### config.mk
export PLATFORM = sky130hd
export DESIGN_NAME = ingress_admit
export DESIGN_NICKNAME = d
export VERILOG_FILES = /design/src/rtl/ingress_admit_pkg.sv /design/src/rtl/admit_lfsr.sv /design/src/rtl/wred_zone_drop.sv /design/src/rtl/byte_token_bucket.sv /design/src/rtl/sat_counter.sv /design/src/rtl/ingress_admit.sv
export SDC_FILE = /design/constraint.sdc
export NUM_CORES = 1
export LEC_CHECK = 0
export ABC_AREA = 1
export BUFFER_PORTS_ARGS = -buffer_cell sky130_fd_sc_hd__buf_2
export CAP_MARGIN = 20
export CORE_UTILIZATION = 46
export DETAILED_ROUTE_END_ITERATION = 6
export GPL_TIMING_DRIVEN = 0
export PLACE_DENSITY_LB_ADDON = 0.25
export SETUP_SLACK_MARGIN = 0.5
export SLEW_MARGIN = 20
export SYNTH_ARGS = -nofsm -noshare
export SYNTH_HDL_FRONTEND = slang
export SYNTH_SLANG_ARGS = --single-unit
### constraint.sdc
create_clock -name clk_i -period 9.6 [get_ports clk_i]
set_input_delay 0.96 -clock clk_i [delete_from_list [all_inputs] [get_ports clk_i]]
set_output_delay 0.96 -clock clk_i [all_outputs]
set_load 0.02 [all_outputs]
### src/rtl/ingress_admit_pkg.sv
package ingress_admit_pkg;
  typedef enum logic [1:0] {
    CLS_MANAGED   = 2'd0,
    CLS_UNMANAGED = 2'd1,
    CLS_RESERVED  = 2'd2,
    CLS_DISCARD   = 2'd3
  } frame_class_e;

  typedef enum logic [1:0] {
    STG_PASS    = 2'd0,
    STG_DISCARD = 2'd1,
    STG_WRED    = 2'd2,
    STG_RATE    = 2'd3
  } drop_stage_e;

  localparam int unsigned NUM_STAGE_CNT = 3;
endpackage

### src/rtl/admit_lfsr.sv
module admit_lfsr #(
  parameter logic [15:0] SEED = 16'hACE1
) (
  input  logic        clk_i,
  input  logic        rst_ni,
  output logic [15:0] rnd_o
);
  logic [15:0] lfsr_q;
  logic        fb;

  assign fb = lfsr_q[15] ^ lfsr_q[13] ^ lfsr_q[12] ^ lfsr_q[10];

  always_ff @(posedge clk_i or negedge rst_ni) begin
    if (!rst_ni) lfsr_q <= SEED;
    else         lfsr_q <= {lfsr_q[14:0], fb};
  end

  assign rnd_o = lfsr_q;

  // register never locks up at zero
  assert_lfsr_nonzero_R6: assert property (@(posedge clk_i) disable iff (!rst_ni)
    lfsr_q != 16'd0);
endmodule

### src/rtl/wred_zone_drop.sv
module wred_zone_drop
  import ingress_admit_pkg::*;
#(
  parameter int unsigned ZONES  = 4,
  parameter int unsigned FILL_W = 16,
  parameter int unsigned PROB_W = 8,
  parameter int unsigned RND_W  = 16
) (
  input  logic [FILL_W-1:0]       fill_i,
  input  frame_class_e            class_i,
  input  logic [ZONES*FILL_W-1:0] thr_i,
  input  logic [ZONES*PROB_W-1:0] prob_i,
  input  logic [RND_W-1:0]        rnd_i,
  output logic                    drop_o
);
  localparam int unsigned ZONE_W = $clog2(ZONES + 1);

  logic [ZONE_W-1:0] zone;
  logic [PROB_W-1:0] prob_sel;
  logic [PROB_W-1:0] prob_eff;
  logic [RND_W-1:0]  cut;

  always_comb begin
    zone = '0;
    for (int k = 0; k < ZONES; k++)
      if (fill_i >= thr_i[k*FILL_W +: FILL_W]) zone = zone + 1'b1;
  end

  always_comb begin
    prob_sel = '0;
    for (int k = 0; k < ZONES; k++)
      if (zone == ZONE_W'(k + 1)) prob_sel = prob_i[k*PROB_W +: PROB_W];
  end

  // managed traffic sees half the zone fraction
  assign prob_eff = (class_i == CLS_MANAGED) ? (prob_sel >> 1) : prob_sel;
  assign cut      = {prob_eff, {(RND_W-PROB_W){1'b0}}};

  assign drop_o = (zone != '0)
               && (class_i == CLS_MANAGED || class_i == CLS_UNMANAGED)
               && (rnd_i < cut);
endmodule

### src/rtl/byte_token_bucket.sv
module byte_token_bucket #(
  parameter int unsigned TOK_W = 24,
  parameter int unsigned LEN_W = 16
) (
  input  logic             clk_i,
  input  logic             rst_ni,
  input  logic             tick_i,
  input  logic [TOK_W-1:0] refill_i,
  input  logic [TOK_W-1:0] cap_i,
  input  logic             req_i,
  input  logic [LEN_W-1:0] len_i,
  output logic             grant_o
);
  logic [TOK_W-1:0] tokens_q, tokens_d, base, len_ext;
  logic [TOK_W:0]   sum;
  logic             take;

  assign len_ext = TOK_W'(len_i);
  assign grant_o = tokens_q >= len_ext;
  assign take    = req_i && grant_o;

  always_comb begin
    base = take ? tokens_q - len_ext : tokens_q;
    sum  = {1'b0, base} + {1'b0, refill_i};
    if (tick_i) tokens_d = (sum > {1'b0, cap_i}) ? cap_i : sum[TOK_W-1:0];
    else        tokens_d = base;
  end

  always_ff @(posedge clk_i or negedge rst_ni) begin
    if (!rst_ni) tokens_q <= '0;
    else         tokens_q <= tokens_d;
  end

  assert_cap_after_tick_R8: assert property (@(posedge clk_i) disable iff (!rst_ni)
    tick_i |=> tokens_q <= $past(cap_i));
  assert_hold_idle_R7: assert property (@(posedge clk_i) disable iff (!rst_ni)
    (!tick_i && !take) |=> $stable(tokens_q));
  assert_no_wrap_R7: assert property (@(posedge clk_i) disable iff (!rst_ni)
    (take && !tick_i) |=> tokens_q <= $past(tokens_q));
endmodule

### src/rtl/sat_counter.sv
module sat_counter #(
  parameter int unsigned W = 32
) (
  input  logic         clk_i,
  input  logic         rst_ni,
  input  logic         inc_i,
  output logic [W-1:0] cnt_o
);
  logic [W-1:0] cnt_q;

  always_ff @(posedge clk_i or negedge rst_ni) begin
    if (!rst_ni)                    cnt_q <= '0;
    else if (inc_i && ~&cnt_q)      cnt_q <= cnt_q + 1'b1;
  end

  assign cnt_o = cnt_q;

  assert_cnt_mono_R9: assert property (@(posedge clk_i) disable iff (!rst_ni)
    1'b1 |=> cnt_q >= $past(cnt_q));
  assert_cnt_step_R9: assert property (@(posedge clk_i) disable iff (!rst_ni)
    !inc_i |=> $stable(cnt_q));
endmodule

### src/rtl/ingress_admit.sv
module ingress_admit
  import ingress_admit_pkg::*;
#(
  parameter int unsigned ZONES  = 4,
  parameter int unsigned FILL_W = 16,
  parameter int unsigned PROB_W = 8,
  parameter int unsigned LEN_W  = 16,
  parameter int unsigned TOK_W  = 24,
  parameter int unsigned CNT_W  = 32,
  parameter logic [15:0] SEED   = 16'hACE1
) (
  input  logic                    clk_i,
  input  logic                    rst_ni,
  input  logic                    tick_i,
  input  logic [TOK_W-1:0]        refill_bytes_i,
  input  logic [TOK_W-1:0]        burst_cap_i,
  input  logic [ZONES*FILL_W-1:0] zone_thr_i,
  input  logic [ZONES*PROB_W-1:0] zone_prob_i,
  input  logic                    frame_valid_i,
  input  logic [1:0]              frame_class_i,
  input  logic [LEN_W-1:0]        frame_len_i,
  input  logic [FILL_W-1:0]       fill_level_i,
  output logic                    verdict_valid_o,
  output logic                    accept_o,
  output logic [1:0]              drop_stage_o,
  output logic [CNT_W-1:0]        discard_cnt_o,
  output logic [CNT_W-1:0]        wred_cnt_o,
  output logic [CNT_W-1:0]        rate_cnt_o
);
  localparam int unsigned RND_W = 16;

  frame_class_e cls;
  logic [RND_W-1:0] rnd;
  logic wred_drop, grant, is_discard;
  drop_stage_e stage_d, stage_q;
  logic verdict_q;
  logic [NUM_STAGE_CNT-1:0] inc;
  logic [CNT_W-1:0] cnt [NUM_STAGE_CNT];

  assign cls        = frame_class_e'(frame_class_i);
  assign is_discard = (cls == CLS_DISCARD);

  admit_lfsr #(.SEED(SEED)) u_lfsr (
    .clk_i(clk_i), .rst_ni(rst_ni), .rnd_o(rnd)
  );

  wred_zone_drop #(
    .ZONES(ZONES), .FILL_W(FILL_W), .PROB_W(PROB_W), .RND_W(RND_W)
  ) u_wred (
    .fill_i(fill_level_i), .class_i(cls), .thr_i(zone_thr_i),
    .prob_i(zone_prob_i), .rnd_i(rnd), .drop_o(wred_drop)
  );

  byte_token_bucket #(.TOK_W(TOK_W), .LEN_W(LEN_W)) u_bucket (
    .clk_i(clk_i), .rst_ni(rst_ni), .tick_i(tick_i),
    .refill_i(refill_bytes_i), .cap_i(burst_cap_i),
    .req_i(frame_valid_i && !is_discard && !wred_drop),
    .len_i(frame_len_i), .grant_o(grant)
  );

  always_comb begin
    if (is_discard)  stage_d = STG_DISCARD;
    else if (wred_drop) stage_d = STG_WRED;
    else if (!grant) stage_d = STG_RATE;
    else             stage_d = STG_PASS;
  end

  always_ff @(posedge clk_i or negedge rst_ni) begin
    if (!rst_ni) begin
      verdict_q <= 1'b0;
      stage_q   <= STG_PASS;
    end else begin
      verdict_q <= frame_valid_i;
      if (frame_valid_i) stage_q <= stage_d;
    end
  end

  assign inc[0] = frame_valid_i && (stage_d == STG_DISCARD);
  assign inc[1] = frame_valid_i && (stage_d == STG_WRED);
  assign inc[2] = frame_valid_i && (stage_d == STG_RATE);

  for (genvar s = 0; s < NUM_STAGE_CNT; s++) begin : g_cnt
    sat_counter #(.W(CNT_W)) u_cnt (
      .clk_i(clk_i), .rst_ni(rst_ni), .inc_i(inc[s]), .cnt_o(cnt[s])
    );
  end

  assign verdict_valid_o = verdict_q;
  assign drop_stage_o    = stage_q;
  assign accept_o        = verdict_q && (stage_q == STG_PASS);
  assign discard_cnt_o   = cnt[0];
  assign wred_cnt_o      = cnt[1];
  assign rate_cnt_o      = cnt[2];

  assert_discard_R2: assert property (@(posedge clk_i) disable iff (!rst_ni)
    (frame_valid_i && frame_class_i == 2'd3) |=> drop_stage_o == 2'd1);
  assert_discard_cnt_R2: assert property (@(posedge clk_i) disable iff (!rst_ni)
    (frame_valid_i && frame_class_i == 2'd3) |=> ($stable(wred_cnt_o) && $stable(rate_cnt_o)));
  assert_zone0_R3: assert property (@(posedge clk_i) disable iff (!rst_ni)
    (frame_valid_i && fill_level_i < zone_thr_i[FILL_W-1:0]) |=> drop_stage_o != 2'd2);
  assert_reserved_R5: assert property (@(posedge clk_i) disable iff (!rst_ni)
    (frame_valid_i && frame_class_i == 2'd2) |=> drop_stage_o != 2'd2);
  assert_latency_R10: assert property (@(posedge clk_i) disable iff (!rst_ni)
    frame_valid_i |=> verdict_valid_o);
  assert_idle_R10: assert property (@(posedge clk_i) disable iff (!rst_ni)
    !frame_valid_i |=> !verdict_valid_o);
  assert_accept_R10: assert property (@(posedge clk_i) disable iff (!rst_ni)
    accept_o |-> (verdict_valid_o && drop_stage_o == 2'd0));
endmodule

Word level (Yosys, flattened, before mapping)
Cells that the tools add are included.
W data, S select, Z words.
- bits in registers: 139
- bits of input ports: 182
- output and inout port bits: 100
- logic and storage cells: 73
- add/subtract/negate cells: 8
- $lt $le $gt $ge: 7
- equality and inequality tests: 9
- multiplexer cells: 15
- bitwise gates (word level): 3
- reduce and logical (&&, ||, !) cells: 24
- operators with widths (kind ; number):
    $add A32 B1 Y32 const B ; 3
    $reduce_and A32 Y1 ; 3
    $mux W24 ; 3
    $ge A16 B16 Y1 ; 4
    $mux W8 ; 5
    $add A24 B24 Y25 ; 1
    $gt A25 B24 Y1 ; 1
    $ge A24 B16 Y1 ; 1
    $sub A24 B16 Y24 ; 1
    $lt A16 B16 Y1 ; 1
    $logic_and A1 B1 Y1 ; 12
    $mux W3 ; 3
    $add A3 B1 Y3 const B ; 2
    $eq A2 B2 Y1 const B ; 3
    $eq A3 B2 Y1 const B ; 2
    $mux W2 ; 3
    $logic_not A1 Y1 ; 5
    $eq A2 B1 Y1 const B ; 2
    $logic_not A2 Y1 ; 2
    $eq A3 B1 Y1 const B ; 1
    $eq A3 B3 Y1 const B ; 1
    $reduce_bool A3 Y1 ; 1
    $xor A1 B1 Y1 ; 3
    $add A1 B1 Y2 const B ; 1
    other kinds (2) ; 2

Depth between registers and ports, before layout
Gate-level depths: netlist of run 1.
- depth after elaboration: 24
- mapped depth: 68
- mapped depth without buffers: 67

Modules after synthesis
From an unflattened synthesis of run 1, not the netlist that was laid out.
- cell total of the unflattened synthesis: 2350
- area total of the unflattened synthesis: 14631.5 um^2
- by module, submodules not included (module ; instances ; cells each ; area an instance (um^2) ; sequential area each (um^2)):
    sat_counter ; 3 ; 341 ; 2143.3 ; 800.8
    byte_token_bucket ; 1 ; 875 ; 5074.9 ; 600.6
    wred_zone_drop ; 1 ; 399 ; 2492.4 ; 0.0
    admit_lfsr ; 1 ; 33 ; 481.7 ; 410.4
    ingress_admit ; 1 ; 20 ; 152.6 ; 75.1

Least setup slack after synthesis of run 1
No wires, ideal clock.
- kind: in2reg
- from: input fill_level_i[0]
- to: register u_bucket.tokens_q[18]
- setup time: 0.121 ns
- data arrival time: 9.656 ns
- required time: 9.479 ns
- setup slack: -0.178 ns
- stages: 60
- path buffers: 2
- path through: inv_1 ha_1 inv_1 a21boi_0 o21a_1 o21a_1 o21a_1 o21a_1 o21a_1 o21a_1 o21ai_0 a21oi_1 nor2_1 ha_1 nand3_2 nand2_2 ha_1 inv_1 [24 not listed] o311ai_0 a21oi_1 inv_1 nand2_1 nand2_1 a21oi_1 o21ai_0 xnor2_1 inv_1 ha_1 a21o_1 a2111oi_0 o211ai_1 nand2_1 clkbuf_1 nand2_1 o211ai_1 nand2_1
- cells in the longest elaborated chain, start to end: 24
- elaborated cells between the ends (all ways): 32
- classes of those cells: 4 x add/sub; 6 x order compare; 4 x eq/ne; 12 x mux; 6 x reduce/logical
- RTL lines (item ; RTL line ; RTL):
    from (decl) ; ingress_admit.sv:22 ; input logic [FILL_W-1:0] fill_level_i,
    $ge A16 B16 Y1 ; wred_zone_drop.sv:26 ; if (fill_i >= thr_i[k*FILL_W +: FILL_W]) zone = zone + 1'b1;
    $mux W1 ; wred_zone_drop.sv:26 ;
    $add A1 B1 Y2 ; wred_zone_drop.sv:26 ;
    $mux W3 ; wred_zone_drop.sv:26 ;
    $add A3 B1 Y3 ; wred_zone_drop.sv:26 ;
    $mux W3 ; wred_zone_drop.sv:26 ;
    $add A3 B1 Y3 ; wred_zone_drop.sv:26 ;
    $mux W3 (*) ; wred_zone_drop.sv:26 ;
    [9 not listed] ; - ;
    $logic_and A1 B1 Y1 (*) ; ingress_admit.sv:57 ; .req_i(frame_valid_i && !is_discard && !wred_drop),
    $logic_and A1 B1 Y1 (*) ; byte_token_bucket.sv:20 ; assign take = req_i && grant_o;
    $mux W24 (*) ; byte_token_bucket.sv:23 ; base = take ? tokens_q - len_ext : tokens_q;
    $add A24 B24 Y25 ; byte_token_bucket.sv:24 ; sum = {1'b0, base} + {1'b0, refill_i};
    $gt A25 B24 Y1 ; byte_token_bucket.sv:25 ; if (tick_i) tokens_d = (sum > {1'b0, cap_i}) ? cap_i : sum[TOK_W-1:0];
    $mux W24 ; byte_token_bucket.sv:25 ;
    $mux W24 (*) ; byte_token_bucket.sv:25 ;
    via u_bucket.tokens_d[18] ; byte_token_bucket.sv:14 ; logic [TOK_W-1:0] tokens_q, tokens_d, base, len_ext;
    to (signal assigned) ; byte_token_bucket.sv:31 ; else tokens_q <= tokens_d;
    to (decl) ; byte_token_bucket.sv:14 ;
The timed path passes the listed nets; every way through them passes the cells marked *.
A chain may end at the register's enable or synchronous reset.

Worst setup path after layout of run 1
- from: input zone_thr_i[1]
- to: register u_bucket.tokens_q[2]
- cells in the longest elaborated chain, start to end: 24
- elaborated cells between the ends (all ways): 29
- classes of those cells: 4 x add/sub; 3 x order compare; 4 x eq/ne; 12 x mux; 6 x reduce/logical
- RTL lines (item ; RTL line ; RTL):
    from (decl) ; ingress_admit.sv:17 ; input logic [ZONES*FILL_W-1:0] zone_thr_i,
    $ge A16 B16 Y1 (*) ; wred_zone_drop.sv:26 ;
    $mux W1 (*) ; wred_zone_drop.sv:26 ;
    $add A1 B1 Y2 ; wred_zone_drop.sv:26 ;
    $mux W3 (*) ; wred_zone_drop.sv:26 ;
    $add A3 B1 Y3 ; wred_zone_drop.sv:26 ;
    $mux W3 (*) ; wred_zone_drop.sv:26 ;
    $add A3 B1 Y3 ; wred_zone_drop.sv:26 ;
    $mux W3 (*) ; wred_zone_drop.sv:26 ;
    [9 not listed] ; - ;
    $logic_and A1 B1 Y1 (*) ; ingress_admit.sv:57 ;
    $logic_and A1 B1 Y1 (*) ; byte_token_bucket.sv:20 ;
    $mux W24 (*) ; byte_token_bucket.sv:23 ;
    $add A24 B24 Y25 ; byte_token_bucket.sv:24 ;
    $gt A25 B24 Y1 ; byte_token_bucket.sv:25 ;
    $mux W24 ; byte_token_bucket.sv:25 ;
    $mux W24 (*) ; byte_token_bucket.sv:25 ;
    via u_bucket.tokens_d[2] ; byte_token_bucket.sv:14 ;
Marked as above.

==> metrics.csv, run 1 <==
stage;metric;value;unit
status;outcome;finished, violations left;
status;violations;setup timing;
clocking;clk_latency;0.44;ns
yosys;yosys_warnings;0;
global_routing;grt_max_degree;85;
yosys;synthTopCellsByArea;dfrtp_1, ha_1, nand2_1;
yosys;ys_seq_area_frac;0.266;
place;io_buffers;280;
cells_and_area;multi_input_area;8860;um2
pwr;power.switching;2.16;mW
yosys;synth_async_sr_flop_share;1.00;
global_routing;grt_use_met2;0.510;
sta;timing.final.crit_share;1.01;
worst_setup_path;slowest_delay;0.42;ns
pwr;internal-power;2.45;mW
pwr;leakage;9.22;nW
worst_setup_path;worstReg2RegEnd;u_bucket.tokens_q[2];
cells_and_area;regArea;3490;um2
sta;finalSetupViolations;1;
global_routing;antenna_found_initial;0;
cells_and_area;fill_cells;2561;
yosys;avgSynthCellArea;7.20;um2
drt;vias_per_cell;5.23;
sta;worst_pin_slew;0.836;ns
clocking;clock_sinks;139;
floorplan;core;27900;um2
yosys;synthSimpleGateAreaFrac;0.299;
worst_setup_path;crit_slowest_cell;o211ai_1;
floorplan;fp.dieW;171;um
clocking;tritoncts;yes;
sta;max_freq;0.103;GHz
yosys;ys_ff_latch;139;
global_routing;grt_first_pass_wirelength;65.3;mm
yosys;syn-num-nets;2152;
clocking;cts_hold_buf;0;
pwr;p_clk_frac;0.146;
place;place_hpwl;30.3;mm
worst_setup_path;required;9.91;ns
worst_setup_path;cpMostUsedCell;o21a_1;
cells_and_area;fin_nets;2576;
drt;drt-wirelength-per-cell;15.6;um
floorplan;fp-row-count;61;
yosys;synthXorXnorAreaFrac;0.0760;
drt;drt-total-wl;41.2;mm
worst_setup_path;r2r_cells;41;
floorplan;dieArea;29200;um2
worst_setup_path;r2r-start;u_bucket.tokens_q[0];
sta;period_minus_slack;9.70;ns
sta;final_max_slew_viol_count;0;
worst_setup_path;cp-endpoint;u_bucket.tokens_q[2];
worst_setup_path;rrSetupSlack;1.83;ns
drt;initialDrtViolationCount;754;
hold_path;hold_class;reg -> reg;
sta;max_slew_margin;0.438;
drt;drc_errors;0;
clocking;h-tree-depth;4;
sta;holdWs;0.352;ns
run;cap_violations;0;
pwr;peakVddDrop;0.000150;V
cells_and_area;diodes;0;
pwr;p_per_area;266;nW/um2
clocking;clockBufferDepth;2;
clocking;cts_buffers;17;
cells_and_area;final_layout_size_suffix_gt1_frac;0.268;
yosys;synth_area;13100;um2
cells_and_area;most-common-layout-cells;nand2_1, inv_1, buf_2;
global_routing;grt.total_usage;0.280;
drt;via_count;13800;
cells_and_area;final_common_cell;nand2_1;
worst_setup_path;critPathKind;in -> reg;
clocking;root_buffer;clkbuf_16;
global_routing;met3_usage;0.0430;
global_routing;overflow;0;
sta;skew;0.0190;ns
sta;rsz0062_at_grt;true;
cells_and_area;area_delta_synth_final;32.1;%
global_routing;met1_usage;0.333;
drt;ant_nets;0;
worst_setup_path;worstSetupEndpointType;flop;
floorplan;die_h;171;um
drt;first_pass_iters;5;
pwr;seqPwrFrac;0.182;
worst_setup_path;crit_path_start;zone_thr_i[1];
yosys;synth_compound_area_frac;0.116;
worst_setup_path;cp-start-kind;input port;
sta;worst_slack;-0.0952;ns
yosys;yosys.area.top_type;dfrtp_1;
pwr;switching_share;0.468;
yosys;synth_cell_type_count;61;
yosys;dominantRegCellSynth;dfrtp_1;
sta;hold_violations;0;
yosys;synth_top_family_by_area;simple AND/OR/NAND/NOR gates;
global_routing;grt-busiest-layer;met2;
floorplan;initial_core_util;0.470;
yosys;synth_mux_area_frac;0;
worst_setup_path;worst-path-max-fanout;6;
clocking;path_clk_slew;0.08;ns
pwr;pwr-share-comb;0.672;
place;place_ws;-1.54;ns
yosys;synthAdderAreaFrac;0.139;
yosys;netlist.area_leader.share;0.250;
pwr;finalPower;4.62;mW
yosys;syn_inst;1825;
place;gp_congestion;0.933;
place;dpl_cell_area;15300;um2
cells_and_area;fin_cells;2640;
cells_and_area;final_cell_area;17400;um2
worst_setup_path;worst_ep_arrival_time;10.01;ns
global_routing;grt_pass1_vias;13700;
yosys;synth_edf_count;0;
place;dp_cells;2484;
floorplan;num_io_pins;282;
[cells in the mapped netlist, drive strengths merged (2+ instances only)]
cell      n
inv     312
o21bai   30
dfrtp   131
nor2    123
nand2   431
a31oi     6
nor3b     2
o21a     14
o21ai    54
or2       2
nor4     22
clkinv    2
dfstp     8
clkbuf   10
xnor2    30
and3      3
nor3     48
buf      19
fa        2
xor2     84
a21o      5
nand3   117
a211oi    8
o211ai   28
and2     18
nand4    68
a21boi    7
ha      143
o221ai    2
a21oi    89
[layer usage]
layer	routed length [um]	share of wire
met5	0	0
met4	1240	0.030
met3	1980	0.048
met1	17600	0.43
met2	20400	0.49
[critical path: cells and delay by family]
family | cells | cell delay, ns
buffers and inverters | 10 | 0.99
and+or+nand+nor | 19 | 2.00
adders and majority gates | 6 | 1.41
xor gates and xnor gates | 1 | 0.17
AOI/OAI and AO/OA | 26 | 4.45
[power groups by stage]
stage               logic (mW)  clock network (mW)  registers [mW]
finish                    3.10               0.672           0.841
global route              3.40               0.706           0.856
CTS                       2.82               0.682           0.837
detailed placement        2.36                   0           0.844
global placement          2.30                   0           0.844
floorplan                 1.71                   0           0.889
[per-stage QoR]
step	util	TNS (ns)
2_1_floorplan	-	0
3_3_place_gp	0.545	-28.93
3_5_place_dp	0.547	-34.39
4_1_cts	0.609	0
5_1_grt	0.621	-5.30
6_report	0.621	-0.0952
[cell families (layout without fill, tap and decap cells)]
family	Yosys count	count (layout)
xor gates and xnor gates	114	114
DFF	139	139
and+or+nand+nor	835	835
adders and majority gates	145	145
AOI/OAI and AO/OA	249	249
buffers and inverters	343	780
[worst min path at each step]
stage	from	to	slack [ns]	cells past startpoint
3_5_place_dp	u_lfsr.rnd_o[3]	u_lfsr.rnd_o[4]	0.34	0
5_1_grt	u_lfsr.rnd_o[2]	u_lfsr.rnd_o[3]	0.36	0
6_report	u_lfsr.rnd_o[2]	u_lfsr.rnd_o[3]	0.35	0
4_1_cts	u_lfsr.rnd_o[3]	u_lfsr.rnd_o[4]	0.36	0
2_1_floorplan	u_lfsr.rnd_o[1]	u_lfsr.rnd_o[2]	0.33	0
3_3_place_gp	u_lfsr.rnd_o[1]	u_lfsr.rnd_o[2]	0.34	0
[area by class of cell]
type,count,share of cell area
Timing Repair Buffer,405,0.143
Buffer,29,0.0146
Clock inverter,12,0.00793
Tap cell,378,0.0273
Clock buffer,20,0.0257
Sequential cell,139,0.201
Multi-Input combinational cell,1343,0.510
Inverter,314,0.0696
[registers in the layout, indices dropped and copies added, names as in the netlist]
signal,cells
g_cnt.u_cnt.cnt_o,96
verdict_valid_o,1
u_bucket.tokens_q,24
u_lfsr.rnd_o,16
drop_stage_o,2
[what timing repair did]
action                     in CTS  in global routing
pin swaps                      60                 29
cloned                          3                  1
gates resized for setup        73                 51
setup endpoints to repair      24                 24
buffers inserted              103                 17
Note: power is estimated with default switching activity, not from simulation.
==> run 2, diff against run 1 <==
clock period = 11.5 ns   (was 9.6 ns; I/O delays follow)
==> metrics.csv, run 2 (same netlist as run 1, synthesis figures left out) <==
stage;metric;value;unit
status;outcome;finished, final reports clean;
drt;first_pass_iters;5;
sta;skew;0.0164;ns
global_routing;grt_pass1_vias;12600;
cells_and_area;most-common-layout-cells;nand2_1, inv_1, buf_2;
pwr;switching_share;0.494;
clocking;cts_buffers;17;
worst_setup_path;cp-start-kind;input port;
clocking;tritoncts;yes;
pwr;internal-power;1.64;mW
worst_setup_path;worst-path-max-fanout;10;
clocking;clockBufferDepth;2;
floorplan;num_io_pins;282;
floorplan;die_h;171;um
floorplan;fp.dieW;171;um
worst_setup_path;rrSetupSlack;3.64;ns
clocking;clk_latency;0.44;ns
pwr;seqPwrFrac;0.213;
global_routing;antenna_found_initial;5;
worst_setup_path;cpMostUsedCell;nand2_1;
sta;rsz0062_at_grt;false;
cells_and_area;largest_reg_flops;96;
cells_and_area;final_common_cell;nand2_1;
worst_setup_path;cp_top_family;compound AO/OA/AOI/OAI gates;
worst_setup_path;slowest_delay;0.34;ns
worst_setup_path;worst_ep_arrival_time;10.68;ns
place;gp_congestion;0.954;
place;place_hpwl;31.3;mm
worst_setup_path;required;11.79;ns
worst_setup_path;crit_slowest_cell;ha_1;
pwr;power.switching;1.60;mW
sta;max_slew_margin;0.458;
drt;met3_length;1.87;mm
floorplan;core;27900;um2
sta;final_max_slew_viol_count;0;
clocking;h-tree-depth;4;
pwr;finalPower;3.23;mW
global_routing;grt_first_pass_wirelength;61.0;mm
place;dpl_cell_area;15000;um2
sta;hold_violations;0;
run;cap_violations;0;
worst_setup_path;worstSetupEndpointType;flop;
pwr;leakage;8.52;nW
sta;worst_pin_slew;0.805;ns
sta;period_minus_slack;10.40;ns
drt;highest-signal-layer;met4;
place;io_buffers;280;
hold_path;hold_depth;0;
pwr;p_clk_frac;0.167;
drt;initialDrtViolationCount;821;
sta;finalSetupViolations;0;
floorplan;fp-row-count;61;
drt;ant_nets;0;
clocking;clock_sinks;139;
worst_setup_path;r2r_cells;39;
worst_setup_path;path_buf_inv;8;
worst_setup_path;r2r-start;u_bucket.tokens_q[0];
pwr;p_per_area;205;nW/um2
clocking;cts_hold_buf;0;
cells_and_area;final_layout_size_suffix_gt1_frac;0.195;
worst_setup_path;worstReg2RegEnd;u_bucket.tokens_q[13];
drt;drc_errors;0;
floorplan;initial_core_util;0.470;
sta;max_freq;0.0962;GHz
global_routing;overflow;0;
worst_setup_path;path_depth;60;
cells_and_area;final_cell_area;15800;um2
drt;drt-total-wl;38.0;mm
drt;wl_met2;18.2;mm
drt;wirelength_met1;17.0;mm
sta;timing.final.crit_share;0.904;
cells_and_area;fin_nets;2460;
drt;via_count;13100;
drt;drt-wirelength-per-cell;15.0;um
floorplan;dieArea;29200;um2
worst_setup_path;critPathKind;in -> reg;
hold_path;worstHoldStart;u_lfsr.rnd_o[2];
pwr;peakVddDrop;0.000129;V
cells_and_area;area_delta_synth_final;20.2;%
clocking;path_clk_slew;0.07;ns
pwr;pwr-share-comb;0.620;
global_routing;grt.total_usage;0.263;
drt;vias_per_cell;5.18;
hold_path;min_to;u_lfsr.rnd_o[3];
clocking;root_buffer;clkbuf_16;
hold_path;hold_class;reg -> reg;
global_routing;grt_max_degree;93;
## run 2: timing repair
item / 4_1_cts / 5_1_grt
pin swaps: 1 / 4
setup endpoints to repair: 24 / 24
gates resized for setup: 12 / 27
setup buffers: 0 / 8
## run 2: worst max path at each step
stage                     from               endpoint  slack, ns
2_1_floorplan  fill_level_i[0]  u_bucket.tokens_q[18]       1.53
3_3_place_gp   fill_level_i[0]  u_bucket.tokens_q[17]      -0.70
3_5_place_dp   fill_level_i[0]  u_bucket.tokens_q[17]      -0.95
4_1_cts        fill_level_i[0]  u_bucket.tokens_q[15]       0.51
5_1_grt        fill_level_i[0]  u_bucket.tokens_q[15]       0.50
6_report       fill_level_i[0]  u_bucket.tokens_q[13]       1.10
## run 2: worst register-to-register path: cells and delay by family, from the launching register on
kind	cells	cell delay, ns
adders and majority gates	4	1.19
and+or+nand+nor	14	2.35
buffers and inverters	8	1.01
AOI/OAI and AO/OA	12	2.55
DFF	1	0.36
xor gates and xnor gates	1	0.25
## run 2: power groups by stage
| stage | registers, mW | logic, mW | clock network (mW) |
|---|---|---|---|
| global route | 0.705 | 2.25 | 0.569 |
| floorplan | 0.742 | 1.36 | 0 |
| detailed placement | 0.700 | 1.90 | 0 |
| CTS | 0.690 | 1.93 | 0.549 |
| global placement | 0.697 | 1.87 | 0 |
| finish | 0.690 | 2.01 | 0.539 |
## run 2: per-layer routing
layer | up-vias | global-route usage
li1 | 6635 | -
met1 | 6054 | 0.343
met2 | 359 | 0.445
met3 | 63 | 0.0391
met4 | 0 | 0.0823
met5 | - | 0
## run 2: through the flow
step	util	std cells	worst slack, ns	setup TNS (ns)	hold WS (ns)
floorplan	-	1825	1.53	0	0.331
finish	0.565	2530	1.10	0	0.341
global placement	0.537	2483	-0.695	-12.47	0.338
CTS	0.560	2516	0.510	0	0.346
detailed placement	0.539	2484	-0.946	-18.29	0.336
global route	0.565	2529	0.500	0	0.350
## run 2: final cells by class
| cell class | count | area, um2 |
|---|---|---|
| Clock inverter | 15 | 143 |
| Fill cell | 2725 | 12100 |
| Timing Repair Buffer | 289 | 1500 |
| Clock buffer | 17 | 425 |
| Antenna cell | 6 | 15.0 |
| Buffer | 29 | 191 |
| Tap cell | 378 | 473 |
| Multi-Input combinational cell | 1343 | 8380 |
| Sequential cell | 139 | 3490 |
| Inverter | 314 | 1180 |
